`config.mk`:
```
export PLATFORM = sky130hd
export DESIGN_NAME = pin_noise_filter
export DESIGN_NICKNAME = d
export VERILOG_FILES = /design/src/rtl/pnf_pkg.sv /design/src/rtl/pnf_prescaler.sv /design/src/rtl/pnf_sampler.sv /design/src/rtl/pnf_edge.sv /design/src/rtl/pin_noise_filter.sv
export SDC_FILE = /design/constraint.sdc
export NUM_CORES = 1
export LEC_CHECK = 0
export ABC_AREA = 1
export BUFFER_PORTS_ARGS = -buffer_cell sky130_fd_sc_hd__buf_2
export CAP_MARGIN = 0
export CORE_UTILIZATION = 52
export DETAILED_ROUTE_END_ITERATION = 12
export PLACE_DENSITY = 0.77
export RECOVER_POWER = 100
export SLEW_MARGIN = 15
export SYNTH_ARGS = -nofsm -noshare
export SYNTH_HDL_FRONTEND = slang
export SYNTH_SLANG_ARGS = --single-unit
```
`constraint.sdc`:
```
create_clock -name clk -period 2 [get_ports clk]
set_input_delay 0.2 -clock clk [delete_from_list [all_inputs] [get_ports clk]]
set_output_delay 0.2 -clock clk [all_outputs]
set_load 0.005 [all_outputs]
```
`src/rtl/pnf_pkg.sv`:
```
package pnf_pkg;
  localparam int SEL_W = 3;

  typedef enum logic [SEL_W-1:0] {
    RATE_DIV64   = 3'd0,
    RATE_DIV128  = 3'd1,
    RATE_DIV256  = 3'd2,
    RATE_DIV512  = 3'd3,
    RATE_DIV1024 = 3'd4,
    RATE_SUB     = 3'd5,
    RATE_BAD6    = 3'd6,
    RATE_BAD7    = 3'd7
  } rate_e;

  typedef struct packed {
    logic  dig_en;
    rate_e rate;
  } cfg_t;

  typedef enum logic [1:0] {
    EDGE_NONE = 2'b00,
    EDGE_RISE = 2'b01,
    EDGE_FALL = 2'b10,
    EDGE_BOTH = 2'b11
  } edge_e;
endpackage

```
`src/rtl/pnf_prescaler.sv`:
```
module pnf_prescaler
  import pnf_pkg::*;
#(
  parameter int BASE_LOG2 = 6,
  parameter int NUM_DIVS  = 5
) (
  input  logic             clk,
  input  logic             rst_n,
  input  logic             restart,
  input  logic [SEL_W-1:0] rate,
  input  logic             sub_tick,
  output logic             tick
);
  localparam int CNT_W = BASE_LOG2 + NUM_DIVS - 1;

  logic [CNT_W-1:0]    cnt;
  logic [NUM_DIVS-1:0] hit;

  // A divider of 2^k strikes when the low k bits are all ones
  for (genvar g = 0; g < NUM_DIVS; g++) begin : g_hit
    assign hit[g] = &cnt[BASE_LOG2+g-1:0];
  end

  always_ff @(posedge clk or negedge rst_n) begin
    if (!rst_n)       cnt <= '0;
    else if (restart) cnt <= '0;
    else              cnt <= cnt + 1'b1;
  end

  always_comb begin
    tick = 1'b0;
    for (int i = 0; i < NUM_DIVS; i++) begin
      if (rate == SEL_W'(i)) tick = hit[i];
    end
    if (rate == SEL_W'(NUM_DIVS)) tick = sub_tick;
  end
endmodule

```
`src/rtl/pnf_sampler.sv`:
```
module pnf_sampler #(
  parameter int SAMPLES = 3
) (
  input  logic clk,
  input  logic rst_n,
  input  logic restart,
  input  logic tick,
  input  logic pin,
  input  logic bypass,
  output logic level
);
  localparam int PRIME_MAX = SAMPLES - 1;
  localparam int PRIME_W   = $clog2(SAMPLES);

  logic [SAMPLES-2:0] hist;
  logic [SAMPLES-1:0] window;
  logic [PRIME_W-1:0] prime;
  logic               primed;
  logic               agree;

  assign window = {hist, pin};
  assign agree  = (&window) | ~(|window);
  assign primed = (prime == PRIME_W'(PRIME_MAX));

  always_ff @(posedge clk or negedge rst_n) begin
    if (!rst_n) begin
      hist  <= '0;
      prime <= '0;
      level <= 1'b0;
    end else begin
      if (tick) hist <= window[SAMPLES-2:0];
      if (restart)              prime <= '0;
      else if (tick && !primed) prime <= prime + 1'b1;
      if (bypass)                        level <= pin;
      else if (tick && primed && agree)  level <= pin;
    end
  end
endmodule

```
`src/rtl/pnf_edge.sv`:
```
module pnf_edge
  import pnf_pkg::*;
(
  input  logic       clk,
  input  logic       rst_n,
  input  logic       level,
  input  logic [1:0] edge_sel,
  output logic       irq
);
  logic prev;

  always_ff @(posedge clk or negedge rst_n) begin
    if (!rst_n) prev <= 1'b0;
    else        prev <= level;
  end

  assign irq = (level & ~prev & edge_sel[0]) | (~level & prev & edge_sel[1]);
endmodule

```
`src/rtl/pin_noise_filter.sv`:
```
module pin_noise_filter
  import pnf_pkg::*;
#(
  parameter int BASE_LOG2   = 6,
  parameter int NUM_DIVS    = 5,
  parameter int SAMPLES     = 3,
  parameter int SYNC_STAGES = 2
) (
  input  logic       clk,
  input  logic       rst_n,
  input  logic       cfg_we,
  input  logic [7:0] cfg_wdata,
  output logic [7:0] cfg_rdata,
  input  logic       sub_tick,
  input  logic       pin_in,
  input  logic [1:0] edge_sel,
  output logic       filt_out,
  output logic       irq
);
  cfg_t                   cfg;
  logic                   restart;
  logic                   samp_tick;
  logic [SYNC_STAGES-1:0] sync_q;
  logic                   pin_s;

  always_ff @(posedge clk or negedge rst_n) begin
    if (!rst_n) begin
      cfg <= '{dig_en: 1'b0, rate: RATE_DIV64};
    end else if (cfg_we) begin
      cfg.dig_en <= cfg_wdata[7];
      cfg.rate   <= rate_e'(cfg_wdata[SEL_W-1:0]);
    end
  end

  assign cfg_rdata = {cfg.dig_en, 4'b0000, cfg.rate};
  assign restart   = cfg_we && (cfg_wdata[SEL_W-1:0] != cfg.rate);

  for (genvar s = 0; s < SYNC_STAGES; s++) begin : g_sync
    if (s == 0) begin : g_first
      always_ff @(posedge clk or negedge rst_n) begin
        if (!rst_n) sync_q[0] <= 1'b0;
        else        sync_q[0] <= pin_in;
      end
    end else begin : g_next
      always_ff @(posedge clk or negedge rst_n) begin
        if (!rst_n) sync_q[s] <= 1'b0;
        else        sync_q[s] <= sync_q[s-1];
      end
    end
  end
  assign pin_s = sync_q[SYNC_STAGES-1];

  pnf_prescaler #(.BASE_LOG2(BASE_LOG2), .NUM_DIVS(NUM_DIVS)) i_presc (
    .clk      (clk),
    .rst_n    (rst_n),
    .restart  (restart),
    .rate     (cfg.rate),
    .sub_tick (sub_tick),
    .tick     (samp_tick)
  );

  pnf_sampler #(.SAMPLES(SAMPLES)) i_samp (
    .clk     (clk),
    .rst_n   (rst_n),
    .restart (restart),
    .tick    (samp_tick),
    .pin     (pin_s),
    .bypass  (!cfg.dig_en),
    .level   (filt_out)
  );

  pnf_edge i_edge (
    .clk      (clk),
    .rst_n    (rst_n),
    .level    (filt_out),
    .edge_sel (edge_sel),
    .irq      (irq)
  );
endmodule

```
Word-level counts from Yosys, hierarchy flattened
Cells that the tools add are included.
{"block": "totals", "register_bits": 22, "latch_bits": 0, "mem_bits_rw": 0, "mem_bits_ro": 0, "inputBits": 15, "output_inout_bits": 10, "memories": 0}
{"block": "op_classes", "n_addsub": 2, "n_mul": 0, "div": 0, "order_cmp": 0, "eq_ne": 8, "n_shift": 0, "mux": 11, "n_bitwise": 9, "n_reduce_logical": 14}
{"operator": "adder 10 x 1 -> 10 bit (second input constant)", "count": 1}
{"operator": "two-way mux 10 bit", "count": 1}
{"operator": "AND reduction 10 bit", "count": 1}
{"operator": "AND reduction 9 bit", "count": 1}
{"operator": "two-way mux 1 bit", "count": 8}
{"operator": "AND reduction 8 bit", "count": 1}
{"operator": "AND reduction 7 bit", "count": 1}
{"operator": "equality test 3 x 2 -> 1 bit (second input constant)", "count": 2}
{"operator": "equality test 3 bit (second input constant)", "count": 2}
{"operator": "AND reduction 6 bit", "count": 1}
{"operator": "AND 1 bit", "count": 4}
{"operator": "logical AND 1 bit", "count": 4}
{"operator": "two-way mux 2 bit", "count": 2}
{"operator": "equality test 3 x 1 -> 1 bit (second input constant)", "count": 1}
{"operator": "zero test 3 bit", "count": 1}
{"operator": "!= test 3 bit", "count": 1}
{"operator": "inverter 1 bit", "count": 3}
{"operator": "AND reduction 3 bit", "count": 1}
{"operator": "OR reduction 3 bit", "count": 1}
{"operator": "adder 2 x 1 -> 2 bit (second input constant)", "count": 1}
{"operator": "equality test 2 bit (second input constant)", "count": 1}
{"operator": "!= test 2 x 1 -> 1 bit (second input constant)", "count": 1}
{"operator": "bitwise OR 1 bit", "count": 2}
{"operator": "nonzero test 2 bit", "count": 1}
{"operator": "zero test 1 bit", "count": 1}

Longest topological paths before layout
{"block": "depth", "ltp_word": 11, "depth_mapped": 12, "ltp_nobuf": 12}

Hierarchy
Synthesis repeated with hierarchy kept, for this count alone.
{"block": "unflattened", "hier_cells": 142, "area_unflattened_um2": 1149.9}
{"mod": "pnf_prescaler", "n_inst": 1, "cells_per_inst": 72, "area_each_um2": 550.5, "seq_area_each_um2": 250.2}
{"mod": "pin_noise_filter", "n_inst": 1, "cells_per_inst": 34, "area_each_um2": 299.0, "seq_area_each_um2": 150.1}
{"mod": "pnf_sampler", "n_inst": 1, "cells_per_inst": 30, "area_each_um2": 254.0, "seq_area_each_um2": 125.1}
{"mod": "pnf_edge", "n_inst": 1, "cells_per_inst": 6, "area_each_um2": 46.3, "seq_area_each_um2": 25.0}

Worst setup path before layout
OpenSTA, ideal clock, no wires.
{"block": "synth_path", "path_type": "register to register", "from": "reg i_presc.cnt[0]", "to": "reg i_samp.prime[0]", "t_arrival_ps": 1547, "required_time_ps": 1882, "setup_slack_ps": 335, "stages_incl_launch_ff": 12, "n_path_buf": 0, "path_cell_list": "dfrtp_1 -> ha_1 -> nand2_2 -> nor4_1 -> ha_1 -> a21oi_1 -> nand2_1 -> nand3_2 -> nand3_4 -> nand2_1 -> nand3_1 -> nand2_1"}
{"block": "synth_between", "elab_chain_cells": 9, "elab_cells_between_ends": 13, "cone_classes": "6 x mux; 7 x reduce/logical"}
{"item": "start: declaration", "line_no": "pnf_prescaler.sv:16", "rtl": "logic [CNT_W-1:0] cnt;"}
{"item": "start signal: assignment", "line_no": "pnf_prescaler.sv:27", "rtl": "else cnt <= cnt + 1'b1;"}
{"item": "AND reduction 6 bit", "line_no": "pnf_prescaler.sv:21", "rtl": "assign hit[g] = &cnt[BASE_LOG2+g-1:0];"}
{"item": "two-way mux 1 bit (4 in series)", "line_no": "pnf_prescaler.sv:33", "rtl": "if (rate == SEL_W'(i)) tick = hit[i];"}
{"item": "two-way mux 1 bit *", "line_no": "pnf_prescaler.sv:33"}
{"item": "two-way mux 1 bit *", "line_no": "pnf_prescaler.sv:35", "rtl": "if (rate == SEL_W'(NUM_DIVS)) tick = sub_tick;"}
{"item": "logical AND 1 bit *", "line_no": "pnf_sampler.sv:33", "rtl": "else if (tick && !primed) prime <= prime + 1'b1;"}
{"item": "nonzero test 2 bit (no source line) *"}
{"item": "end signal: assignment", "line_no": "pnf_sampler.sv:33"}
{"item": "end: declaration", "line_no": "pnf_sampler.sv:17", "rtl": "logic [PRIME_W-1:0] prime;"}
Mark *: on every way between the ends. The rest lies on a longest branch, timed or not.
A chain may end at the register's enable or synchronous reset.

Worst setup path after layout
{"block": "layout_path", "from": "reg i_presc.cnt[0]", "to": "reg i_samp.prime[1]"}
The elaborated chain is that of the path after synthesis.

==> impl_metrics.yaml <==
worst_hold_path:
  whs_endpoint: "cfg_rdata[7]$_DFFE_PN0P_"
  hp-class: "in2reg"
  worstHoldStart: "cfg_wdata[7]"
  hold_path_depth: 2
power_and_ir_drop:
  total_power_mw: 1.02
  vdd_ir_drop_max_uv: 552
  p_per_area_nw_per_um2: 806
  leakagePower_nw: 0.608
global_route:
  grt_pass1_vias: 672
  grt_first_pass_wirelength_um: 2640
  grt_max_degree: 23
  grt.total_usage: 0.172
  antenna_found_initial: 0
  gr-total-overflow: 0
yosys:
  synth-seq-area-share: 0.496
  synth.area.top_cells: "dfrtp_1, nand2_1, inv_1"
  synthMuxAreaShare: 0.0101
  ys.warnings.count: 0
  synth_top_area_cell: "dfrtp_1"
  synthSimpleGateAreaFrac: 0.257
  synth_top_family_by_area: "simple AND/OR/NAND/NOR gates"
  synth_cell_types: 23
  synth_enable_flop_cells: 0
  syn_area_per_cell_um2: 8.74
  yosysTopAreaCellShare: 0.496
  synth-async-reset-ratio: 1.00
  netlist_area_um2: 1110
  synth_xor_area_frac: 0.0316
  ys_seq_elements: 22
  synth-compound-area-share: 0.0800
  synth-adder-area-share: 0.0338
  ys.flop_type: "dfrtp_1"
  netlist_instances: 127
critical_path:
  critPathArrivalTime_ps: 2020
  critical_path_class: "reg2reg"
  r2r-end: "i_samp.prime[1]$_DFFE_PN0P_"
  startpoint_type: "register"
  reg2reg_depth: 11
  crit_start: "i_presc.cnt[0]$_DFF_PN0_"
  cp-end-kind: "register"
  required_ps: 2210
  r2r_start: "i_presc.cnt[0]$_DFF_PN0_"
  ff2ff_setup_slack_ps: 190
  critPathMaxFanout: 8
placed_design:
  io_buffers: 16
  post-dp-hpwl_um: 1320
  pre_cts_ws_ps: 193
  gp_congestion: 0.807
sta:
  fmax_ghz: 0.553
  finalMaxSlewViolations: 0
  finalSetupViolCount: 0
  finalClockSkew_ps: 7.67
  fin_crit_ps: 1810
  fin_ws_ps: 191
  worst_pin_slew_ps: 1160
  rsz0062_at_grt: "false"
  finalSetupTns_ps: 0
  final-hold-violation-count: 0
  period_share: 0.904
  slew_headroom: 0.230
clock_tree:
  clk_latency_ps: 310
  cts_max_path_buffers: 2
  cts_tree: "built"
  clock_sinks: 22
  root_buffer: "clkbuf_4"
  cts_made_buffers: 3
  cts_max_level: 1
  clk_pin_slew_ps: 130
finish:
  nets: 166
  areaGrowthSynthToFinish_pct: 13.9
  n_antenna_cell: 0
  drive_above_1_share: 0.136
  nFillCells: 176
floorplanning:
  die_area_um2: 2320
  fp.coreArea_um2: 1980
  chipWidth_um: 48.2
  rows: 16
  die_h_um: 48.2
  start_util: 0.560
  num_io_pins: 25
route:
  detail-route-antenna-nets: 0
  first_iter_violations: 6
  via_per_inst: 4.99
  firstDrtPassIters: 4
  vias: 868
  drt-total-wl_um: 1800
  wl_per_cell_um: 10.3
  drc: 0
run:
  max_cap_violations: 0
outcome:
  outcome: "completed"
where the power goes:
part | total [mW] | switching (mW) | internal [mW] | leakage [nW]
Sequential | 0.531 | 0.0403 | 0.491 | 0.283
Combinational | 0.149 | 0.0877 | 0.0617 | 0.296
Clock | 0.338 | 0.135 | 0.203 | 0.0279
Total | 1.02 | 0.263 | 0.755 | 0.608
per-layer routing:
layer,share of wire,up-vias,track usage
li1,-,448,-
met1,0.47,394,0.209
met2,0.46,22,0.275
met3,0.050,4,0.0444
met4,0.013,0,0.100
met5,0,-,0
logic make-up after synthesis:
family                   count (synthesis)
multiplexers                             1
adder cells (fa/ha/maj)                  3
flip-flops                              22
XOR/XNOR                                 4
AO/OA/AOI/OAI                           17
buffers and inverters                   22
AND/OR/NAND/NOR                         57
other                                    1
through the flow:
stage               hold slack (ps)  utilization  cell area (µm²)  instances
detailed placement              190        0.606             1200        168
finish                          111        0.638             1260        174
floorplan                     -95.6            -             1120        130
global placement                183        0.606             1200        168
global route                    102        0.638             1260        174
CTS                             103        0.643             1270        174
critical path, cell delays in order, from the launching register on:
cell and delay [ps]:
dfrtp_1 410, ha_1 200, nand2_1 120, nor4_2 260, ha_1 180, a21oi_1 60
nand2_1 90, nand3_2 80, nand3_4 110, nand2_1 80, nand3_1 70, nand2_1 60
synth_stat cells (all sizes together) (3+ instances only):
library cell,instances
buf,4
nand3,11
dfrtp,22
ha,3
nand2,25
nand4,6
o21ai,7
nor2,12
inv,17
a21oi,9
xnor2,3
final cells by class:
cell class | count | area, µm² | area share
Sequential cell | 22 | 551 | 0.436
Multi-Input combinational cell | 86 | 472 | 0.373
Timing Repair Buffer | 18 | 91.3 | 0.0723
Inverter | 17 | 63.8 | 0.0505
Tap cell | 27 | 33.8 | 0.0267
Clock inverter | 1 | 30.0 | 0.0238
Clock buffer | 3 | 22.5 | 0.0178
worst max-delay path by stage:
stage                                             end  cells past startpoint
after detailed placement  i_samp.prime[1]$_DFFE_PN0P_                     11
after CTS                 i_samp.prime[1]$_DFFE_PN0P_                     11
after floorplan           i_samp.prime[0]$_DFFE_PN0P_                     11
after global placement    i_samp.prime[1]$_DFFE_PN0P_                     11
after global routing      i_samp.prime[1]$_DFFE_PN0P_                     11
final                     i_samp.prime[1]$_DFFE_PN0P_                     11
registers in the layout, summed over array words and instances (netlist names):
signal / count
i_presc.cnt: 10
i_samp.hist: 2
sync_q: 1
i_samp.level: 1
cfg_rdata: 4
i_edge.prev: 1
pin_s: 1
i_samp.prime: 2
layout by cell type, fill, tap and decap left out, types with 2 or more instances in the layout:
cell	count
buf_2	9
dfrtp_1	22
clkbuf_4	3
nand4_1	6
nor2_1	11
a21oi_1	9
clkbuf_1	7
xnor2_1	3
inv_1	17
nand3_1	9
o21ai_0	7
conb_1	4
nand2_1	24
ha_1	3
dlygate4sd3_1	2
timing repair:
item / 4_1_cts / 5_1_grt
resized for setup: 0 / 1
endpoints found under the hold margin: 23 / 0
hold buffers: 2 / 0
setup endpoints to repair: 0 / 2
buffers inserted: 0 / 0
Note: power is estimated with default switching activity, not from simulation.
